===== config.mk =====
export PLATFORM = sky130hd
export DESIGN_NAME = interval_timer
export DESIGN_NICKNAME = d
export VERILOG_FILES = /design/src/rtl/interval_timer.sv
export SDC_FILE = /design/constraint.sdc
export NUM_CORES = 1
export LEC_CHECK = 0
export ABC_AREA = 1
export CAP_MARGIN = 30
export CORE_ASPECT_RATIO = 1.1
export CORE_MARGIN = 2
export CORE_UTILIZATION = 61
export CTS_CLUSTER_DIAMETER = 120
export DETAILED_ROUTE_END_ITERATION = 16
export PLACE_DENSITY = 0.85
export SYNTH_ARGS = -nofsm -noshare
export SYNTH_HDL_FRONTEND = slang
export SYNTH_SLANG_ARGS = --single-unit

===== constraint.sdc =====
create_clock -name clk -period 3.4 [get_ports clk]
set_input_delay 0.34 -clock clk [delete_from_list [all_inputs] [get_ports clk]]
set_output_delay 0.34 -clock clk [all_outputs]
set_load 0.02 [all_outputs]

===== src/rtl/interval_timer.sv =====
module interval_timer #(
  parameter int CNT_W  = 32,
  parameter int PSC_W  = 16,
  parameter int DATA_W = 32,
  parameter logic [CNT_W-1:0] PERIOD_RST = '1,
  parameter logic [PSC_W-1:0] DIV_RST    = '0
) (
  input  logic              clk,
  input  logic              rst_n,
  input  logic              wr_en,
  input  logic [2:0]        wr_addr,
  input  logic [DATA_W-1:0] wr_data,
  input  logic [2:0]        rd_addr,
  output logic [DATA_W-1:0] rd_data,
  output logic              irq
);
  localparam logic [2:0] A_CTRL = 3'd0;
  localparam logic [2:0] A_PER  = 3'd1;
  localparam logic [2:0] A_DIV  = 3'd2;
  localparam logic [2:0] A_CNT  = 3'd3;
  localparam logic [2:0] A_PSC  = 3'd4;

  logic [CNT_W-1:0] per_q, cnt_q;
  logic [PSC_W-1:0] div_q, psc_q;
  logic run_q, ien_q, flag_q, irq_q;

  wire wr_ctrl = wr_en && (wr_addr == A_CTRL);
  wire reload  = wr_ctrl && wr_data[2];
  wire psc_z   = (psc_q == '0);
  wire cnt_z   = (cnt_q == '0);
  wire step    = run_q && psc_z && !reload;
  wire borrow  = step && cnt_z;

  assign irq = irq_q;

  always_ff @(posedge clk) begin
    if (!rst_n) begin
      per_q  <= PERIOD_RST;
      div_q  <= DIV_RST;
      cnt_q  <= PERIOD_RST;
      psc_q  <= DIV_RST;
      run_q  <= 1'b0;
      ien_q  <= 1'b0;
      flag_q <= 1'b0;
      irq_q  <= 1'b0;
    end else begin
      if (wr_ctrl) begin
        run_q <= wr_data[0];
        ien_q <= wr_data[1];
      end
      if (wr_en && wr_addr == A_PER) per_q <= wr_data[CNT_W-1:0];
      if (wr_en && wr_addr == A_DIV) div_q <= wr_data[PSC_W-1:0];

      if (reload) begin
        cnt_q <= per_q;
        psc_q <= div_q;
      end else if (run_q) begin
        psc_q <= psc_z ? div_q : psc_q - 1'b1;
        if (step) cnt_q <= cnt_z ? per_q : cnt_q - 1'b1;
      end

      irq_q <= borrow && ien_q;
      if (borrow) flag_q <= 1'b1;
      else if (wr_ctrl && wr_data[3]) flag_q <= 1'b0;
    end
  end

  always_comb begin
    rd_data = '0;
    case (rd_addr)
      A_CTRL: rd_data[3:0] = {flag_q, 1'b0, ien_q, run_q};
      A_PER:  rd_data = DATA_W'(per_q);
      A_DIV:  rd_data = DATA_W'(div_q);
      A_CNT:  rd_data = DATA_W'(cnt_q);
      A_PSC:  rd_data = DATA_W'(psc_q);
      default: rd_data = '0;
    endcase
  end


  reload_load_chk: assert property (@(posedge clk) disable iff (!rst_n)
    reload |=> (cnt_q == $past(per_q)) && (psc_q == $past(div_q)));


  stop_hold_chk: assert property (@(posedge clk) disable iff (!rst_n)
    (!run_q && !reload) |=> $stable(cnt_q) && $stable(psc_q));


  psc_dec_chk: assert property (@(posedge clk) disable iff (!rst_n)
    (run_q && !reload && psc_q != '0) |=> psc_q == PSC_W'($past(psc_q) - 1'b1));


  cnt_hold_chk: assert property (@(posedge clk) disable iff (!rst_n)
    (run_q && !reload && psc_q != '0) |=> $stable(cnt_q));


  irq_gate_chk: assert property (@(posedge clk) disable iff (!rst_n)
    irq_q |-> flag_q && $past(ien_q));


  flag_set_chk: assert property (@(posedge clk) disable iff (!rst_n)
    (run_q && !reload && psc_q == '0 && cnt_q == '0) |=> flag_q);
endmodule


# [Yosys cells after proc, flatten, opt, wreduce, memory -nomap -nowiden]
# Index checks and enable logic that the tools add are counted.
# Widths: inputs -> output; s select.
[word_totals] input_bits=41 word_cells=45 output_inout_bits=33 register_bits=100
[classes] n_eq_ne=6 n_addsub=2 mux=11 reduce_logical=18
[ops] op="$mux 32" count=4
[ops] op="$pmux 28 s4" count=1
[ops] op="$mux 16" count=3
[ops] op="$logic_not 32->1" count=1
[ops] op="$sub 32x1->32 const B" count=1
[ops] op="$pmux 4 s5" count=1
[ops] op="$logic_not 16->1" count=1
[ops] op="$sub 16x1->16 const B" count=1
[ops] op="$eq 3x2->1 const B" count=3
[ops] op="$logic_and 1x1->1" count=9
[ops] op="$eq 3x1->1 const B" count=2
[ops] op="$logic_not 3->1" count=2
[ops] op="$reduce_bool 2->1" count=3
[ops] op="$eq 3x3->1 const B" count=1
[ops] op="$mux 1" count=2
[ops] op="$reduce_and 2->1" count=1
[ops] op="$logic_not 1->1" count=1

# [Logic depth before layout (Yosys ltp)]
[logic_depth] depth_word=8 depth_mapped=11 ltp_nobuf=11

# [Worst setup path after synthesis]
# No wires, ideal clock.
[synth_path] kind="input -> output" start="in rd_addr[2]" end="out rd_data[10]" n_path_buf=1 setup_slack_ns=1.517 required_time_ns=3.060 cell_stages=4 arrival_time_ns=1.543 path_cell_list="nor3_2 > inv_1 > buf_2 > o21ai_0"
[synth_via] elab_chain_cells=2 elab_cells_between_ends=5 classes_between="eq/ne: 4; mux: 1"
[synth_rtl] element="from (decl)" line_no="13" source="input logic [2:0] rd_addr,"
[synth_rtl] element="$eq 3x3->1, or another cell as far along" line_no="70" source="case (rd_addr)"
[synth_rtl] element="$pmux 28 s4 *" line_no="70"
[synth_rtl] element="to (decl)" line_no="14" source="output logic [DATA_W-1:0] rd_data,"
# Mark *: on every way between the ends. The rest lies on a longest branch, timed or not.

# [Worst setup path after layout]
[layout_path] start="in rd_addr[1]" end="out rd_data[13]"
# The elaborated chain is that of the path after synthesis.

==> flow_results.xml <==
<?xml version="1.0" encoding="UTF-8"?>
<metrics>
  <group name="timing">
    <metric name="totalNegativeSetupSlack" unit="ps">0</metric>
    <metric name="grt_setup_unrepaired" unit="">no</metric>
    <metric name="timing.final.max_slew_violations" unit="">0</metric>
    <metric name="worst-slew-pin-transition" unit="ps">901</metric>
    <metric name="timing.final.crit_share" unit="%">89.6</metric>
    <metric name="fmax" unit="MHz">328</metric>
    <metric name="period_needed" unit="ps">3040</metric>
    <metric name="timing.final.hold_violations" unit="">0</metric>
    <metric name="setup_viol" unit="">0</metric>
    <metric name="maxSlewHeadroom" unit="%">39.9</metric>
    <metric name="clock-skew-final" unit="ps">13.6</metric>
  </group>
  <group name="yosys">
    <metric name="netlist-cell-type-count" unit="">41</metric>
    <metric name="synth_area_per_cell" unit="µm²">6.45</metric>
    <metric name="synth.yosys.seq_area_share" unit="%">32.3</metric>
    <metric name="synthAdderAreaFrac" unit="%">0.807</metric>
    <metric name="yosys-mux-area-fraction" unit="%">0</metric>
    <metric name="synth-compound-area-share" unit="%">19.9</metric>
    <metric name="synth.ff_latch_count" unit="">100</metric>
    <metric name="largest_area_contributor_in_the_synthesized_netlist" unit="">sky130_fd_sc_hd__dfxtp_1</metric>
    <metric name="synthXorXnorAreaFrac" unit="%">2.40</metric>
    <metric name="yosys_most_used_dff" unit="">sky130_fd_sc_hd__dfxtp_1</metric>
    <metric name="synth.top_cell.area_share" unit="%">32.3</metric>
    <metric name="async_flop_share" unit="%">0</metric>
    <metric name="syn_nets" unit="">1006</metric>
    <metric name="synthSimpleGateAreaFrac" unit="%">31.7</metric>
    <metric name="syn-instance-count" unit="">961</metric>
    <metric name="post_synth_instance_area" unit="µm²">6200</metric>
    <metric name="ys_top_cells_by_area" unit="">sky130_fd_sc_hd__dfxtp_1 (32%), sky130_fd_sc_hd__nand2_1 (14%), sky130_fd_sc_hd__inv_1 (8.5%)</metric>
    <metric name="synth_edf_count" unit="">0</metric>
    <metric name="synth-warning-count" unit="">0</metric>
    <metric name="synth_top_family_by_area" unit="">simple AND/OR/NAND/NOR gates</metric>
  </group>
  <group name="drt">
    <metric name="detail-route-antenna-nets" unit="">0</metric>
    <metric name="wl" unit="µm">17900</metric>
    <metric name="route.vias.total" unit="">6480</metric>
    <metric name="detail_route.vias_per_cell" unit="">5.69</metric>
    <metric name="detail_route.drc_violations" unit="">0</metric>
    <metric name="wl_per_cell" unit="µm">15.7</metric>
    <metric name="drtPass1Iterations" unit="">6</metric>
    <metric name="drt-initial-drc-count" unit="">467</metric>
  </group>
  <group name="power">
    <metric name="power-per-cell-area" unit="nW/µm²">373</metric>
    <metric name="p_total" unit="W">0.00265</metric>
    <metric name="leakagePower" unit="nW">3.33</metric>
    <metric name="vdd_ir_drop_max" unit="mV">0.267</metric>
  </group>
  <group name="cts">
    <metric name="cts.htree.levels" unit="">3</metric>
    <metric name="max-clock-path-buffers" unit="">2</metric>
    <metric name="cts-root-buf" unit="">sky130_fd_sc_hd__clkbuf_8</metric>
    <metric name="number_of_buffers_inserted_by_hold_repair_at_cts" unit="">0</metric>
    <metric name="tritoncts" unit="">built</metric>
    <metric name="ctsResizeCount" unit="">0</metric>
    <metric name="clock_latency" unit="ps">360</metric>
    <metric name="cts-buffers-inserted" unit="">9</metric>
    <metric name="clk_transition_reported_paths" unit="ps">100</metric>
    <metric name="cts.sink_count" unit="">100</metric>
    <metric name="postCtsSetupRepairBufs" unit="">0</metric>
  </group>
  <group name="cells_and_area">
    <metric name="most-common-layout-cells" unit="">sky130_fd_sc_hd__nand2_1 (222), sky130_fd_sc_hd__inv_1 (140), sky130_fd_sc_hd__nor2_1 (116), sky130_fd_sc_hd__dfxtp_1 (100), sky130_fd_sc_hd__o21ai_0 (82)</metric>
    <metric name="mostFrequentLayoutCell" unit="">sky130_fd_sc_hd__nand2_1</metric>
    <metric name="antenna-diode-count" unit="">0</metric>
    <metric name="nets" unit="">1058</metric>
    <metric name="post_route_cells_drive_above_1_share" unit="%">6.48</metric>
    <metric name="area_growth" unit="%">14.3</metric>
  </group>
  <group name="setup_path">
    <metric name="setup.worst_path.end_class" unit="">output port</metric>
    <metric name="critPathLaunchType" unit="">input port</metric>
    <metric name="critical_path.max_fanout" unit="">14</metric>
    <metric name="critical_path.startpoint" unit="">rd_addr[1]</metric>
    <metric name="arrival" unit="ps">2700</metric>
    <metric name="critical_path_required" unit="ps">3060</metric>
    <metric name="worstReg2RegStart" unit="">cnt_q[0]</metric>
    <metric name="criticalPathCategory" unit="">input port to output port</metric>
  </group>
  <group name="die">
    <metric name="placement_rows" unit="">38</metric>
    <metric name="placeable_core_region" unit="µm²">9890</metric>
    <metric name="dieHeight" unit="µm">110</metric>
    <metric name="floorplan.initialDensity" unit="%">62.7</metric>
    <metric name="dieArea" unit="µm²">11000</metric>
    <metric name="die_width" unit="µm">100</metric>
    <metric name="num_io_pins" unit="">74</metric>
  </group>
  <group name="global_routing">
    <metric name="largest_net_degree_at_the_start_of_global_routing" unit="">65</metric>
    <metric name="grt_use_total" unit="%">34.1</metric>
    <metric name="grt.met1_usage" unit="%">41.3</metric>
    <metric name="global_route.usage.met2" unit="%">58.6</metric>
    <metric name="met3_resource_use_gr" unit="%">6.17</metric>
    <metric name="grt_pass1_wl" unit="µm">29700</metric>
    <metric name="via_count_of_the_first_global_routing_pass" unit="">6180</metric>
    <metric name="top_usage_layer" unit="">met2</metric>
    <metric name="antenna_found_initial" unit="">0</metric>
    <metric name="grt.overflow.total" unit="">0</metric>
  </group>
  <group name="placed_design">
    <metric name="buffer_ports.inserted" unit="">73</metric>
    <metric name="gp_congestion" unit="">0.965</metric>
    <metric name="post-dp-hpwl" unit="µm">13200</metric>
  </group>
  <group name="status">
    <metric name="outcome" unit="">finished clean</metric>
  </group>
  <group name="min_path">
    <metric name="hold_path_startpoint" unit="">rst_n</metric>
    <metric name="hp-class" unit="">input port to flop</metric>
  </group>
  <group name="job">
    <metric name="maxCapViolations" unit="">0</metric>
  </group>
</metrics>
==> path summary, 6_finish.rpt <==
check                 to  slack, ps  depth (start not counted)
max          rd_data[13]        360                          7
min             per_q[0]        420                          2
max reg2reg    cnt_q[29]       1030                         10
min reg2reg     div_q[8]        480                          2
==> power by group <==
group	switching, W	internal (W)	total [W]
Sequential	0.0000483	0.00122	0.00127
Combinational	0.000359	0.000235	0.000595
Clock	0.000416	0.000364	0.000779
Total	0.000823	0.00182	0.00265
==> logic make-up after synthesis <==
group,Yosys count
buf+inv,184
compound gates,201
simple gates,455
xor+xnor,17
fa+ha+maj,4
flops,100
==> Yosys cell counts, types with 2 or more instances <==
library cell and instances:
sky130_fd_sc_hd__a21oi_1 35, sky130_fd_sc_hd__a221o_1 5, sky130_fd_sc_hd__buf_2 13, sky130_fd_sc_hd__buf_6 9, sky130_fd_sc_hd__clkbuf_1 16, sky130_fd_sc_hd__clkbuf_8 2, sky130_fd_sc_hd__dfxtp_1 100, sky130_fd_sc_hd__ha_1 4
sky130_fd_sc_hd__inv_1 140, sky130_fd_sc_hd__inv_2 2, sky130_fd_sc_hd__nand2_1 223, sky130_fd_sc_hd__nand2_2 4, sky130_fd_sc_hd__nand3_1 61, sky130_fd_sc_hd__nand3b_1 4, sky130_fd_sc_hd__nand4_1 7, sky130_fd_sc_hd__nor2_1 116
sky130_fd_sc_hd__nor2_2 14, sky130_fd_sc_hd__nor2_4 6, sky130_fd_sc_hd__nor3_1 12, sky130_fd_sc_hd__nor3_2 2, sky130_fd_sc_hd__o2111ai_1 3, sky130_fd_sc_hd__o211ai_1 33, sky130_fd_sc_hd__o21ai_0 82, sky130_fd_sc_hd__o21ai_1 2
sky130_fd_sc_hd__o21bai_2 8, sky130_fd_sc_hd__o22ai_1 28, sky130_fd_sc_hd__xor2_1 16
==> through the flow <==
step | hold WS [ps] | util, % | instance area, µm² | setup slack (ps) | std cells
5_1_grt | 434 | 71.7 | 7090 | 259 | 1138
2_1_floorplan | 438 | - | 6200 | 1520 | 961
3_3_place_gp | 453 | 69.7 | 6890 | 516 | 1122
6_report | 419 | 71.7 | 7090 | 355 | 1138
3_5_place_dp | 462 | 69.7 | 6890 | 424 | 1122
4_1_cts | 405 | 71.7 | 7090 | 414 | 1138
==> metal layers <==
layer  routed length [µm]  up-vias
met2                 8520      233
met3                 1150       55
li1                     -     3222
met5                    0        -
met1                 7510     2970
met4                  710        0
==> worst max-delay path, stage by stage <==
cell                              delay [ps]
sky130_fd_sc_hd__clkdlybuf4s50_1         470
sky130_fd_sc_hd__nor2_1                  340
sky130_fd_sc_hd__nand2_1                 440
sky130_fd_sc_hd__o22ai_1                 260
sky130_fd_sc_hd__a21oi_1                  60
sky130_fd_sc_hd__o21ai_0                 120
sky130_fd_sc_hd__clkdlybuf4s50_1         650
==> registers in the layout, indices dropped and copies added, names as in the netlist <==
name and count:
flag_q 1, div_q 16, run_q 1, cnt_q 32, irq 1, ien_q 1
per_q 32, psc_q 16
==> area by class of cell <==
class / instances / area [µm²]
tap: 120 / 150
fill: 899 / 2800
clock inverter: 3 / 46.3
sequential: 100 / 2000
inverter: 142 / 533
multi-input combinational: 677 / 3410
timing repair buffer: 83 / 801
clock buffer: 13 / 149
(Power assumes the default switching activity.)
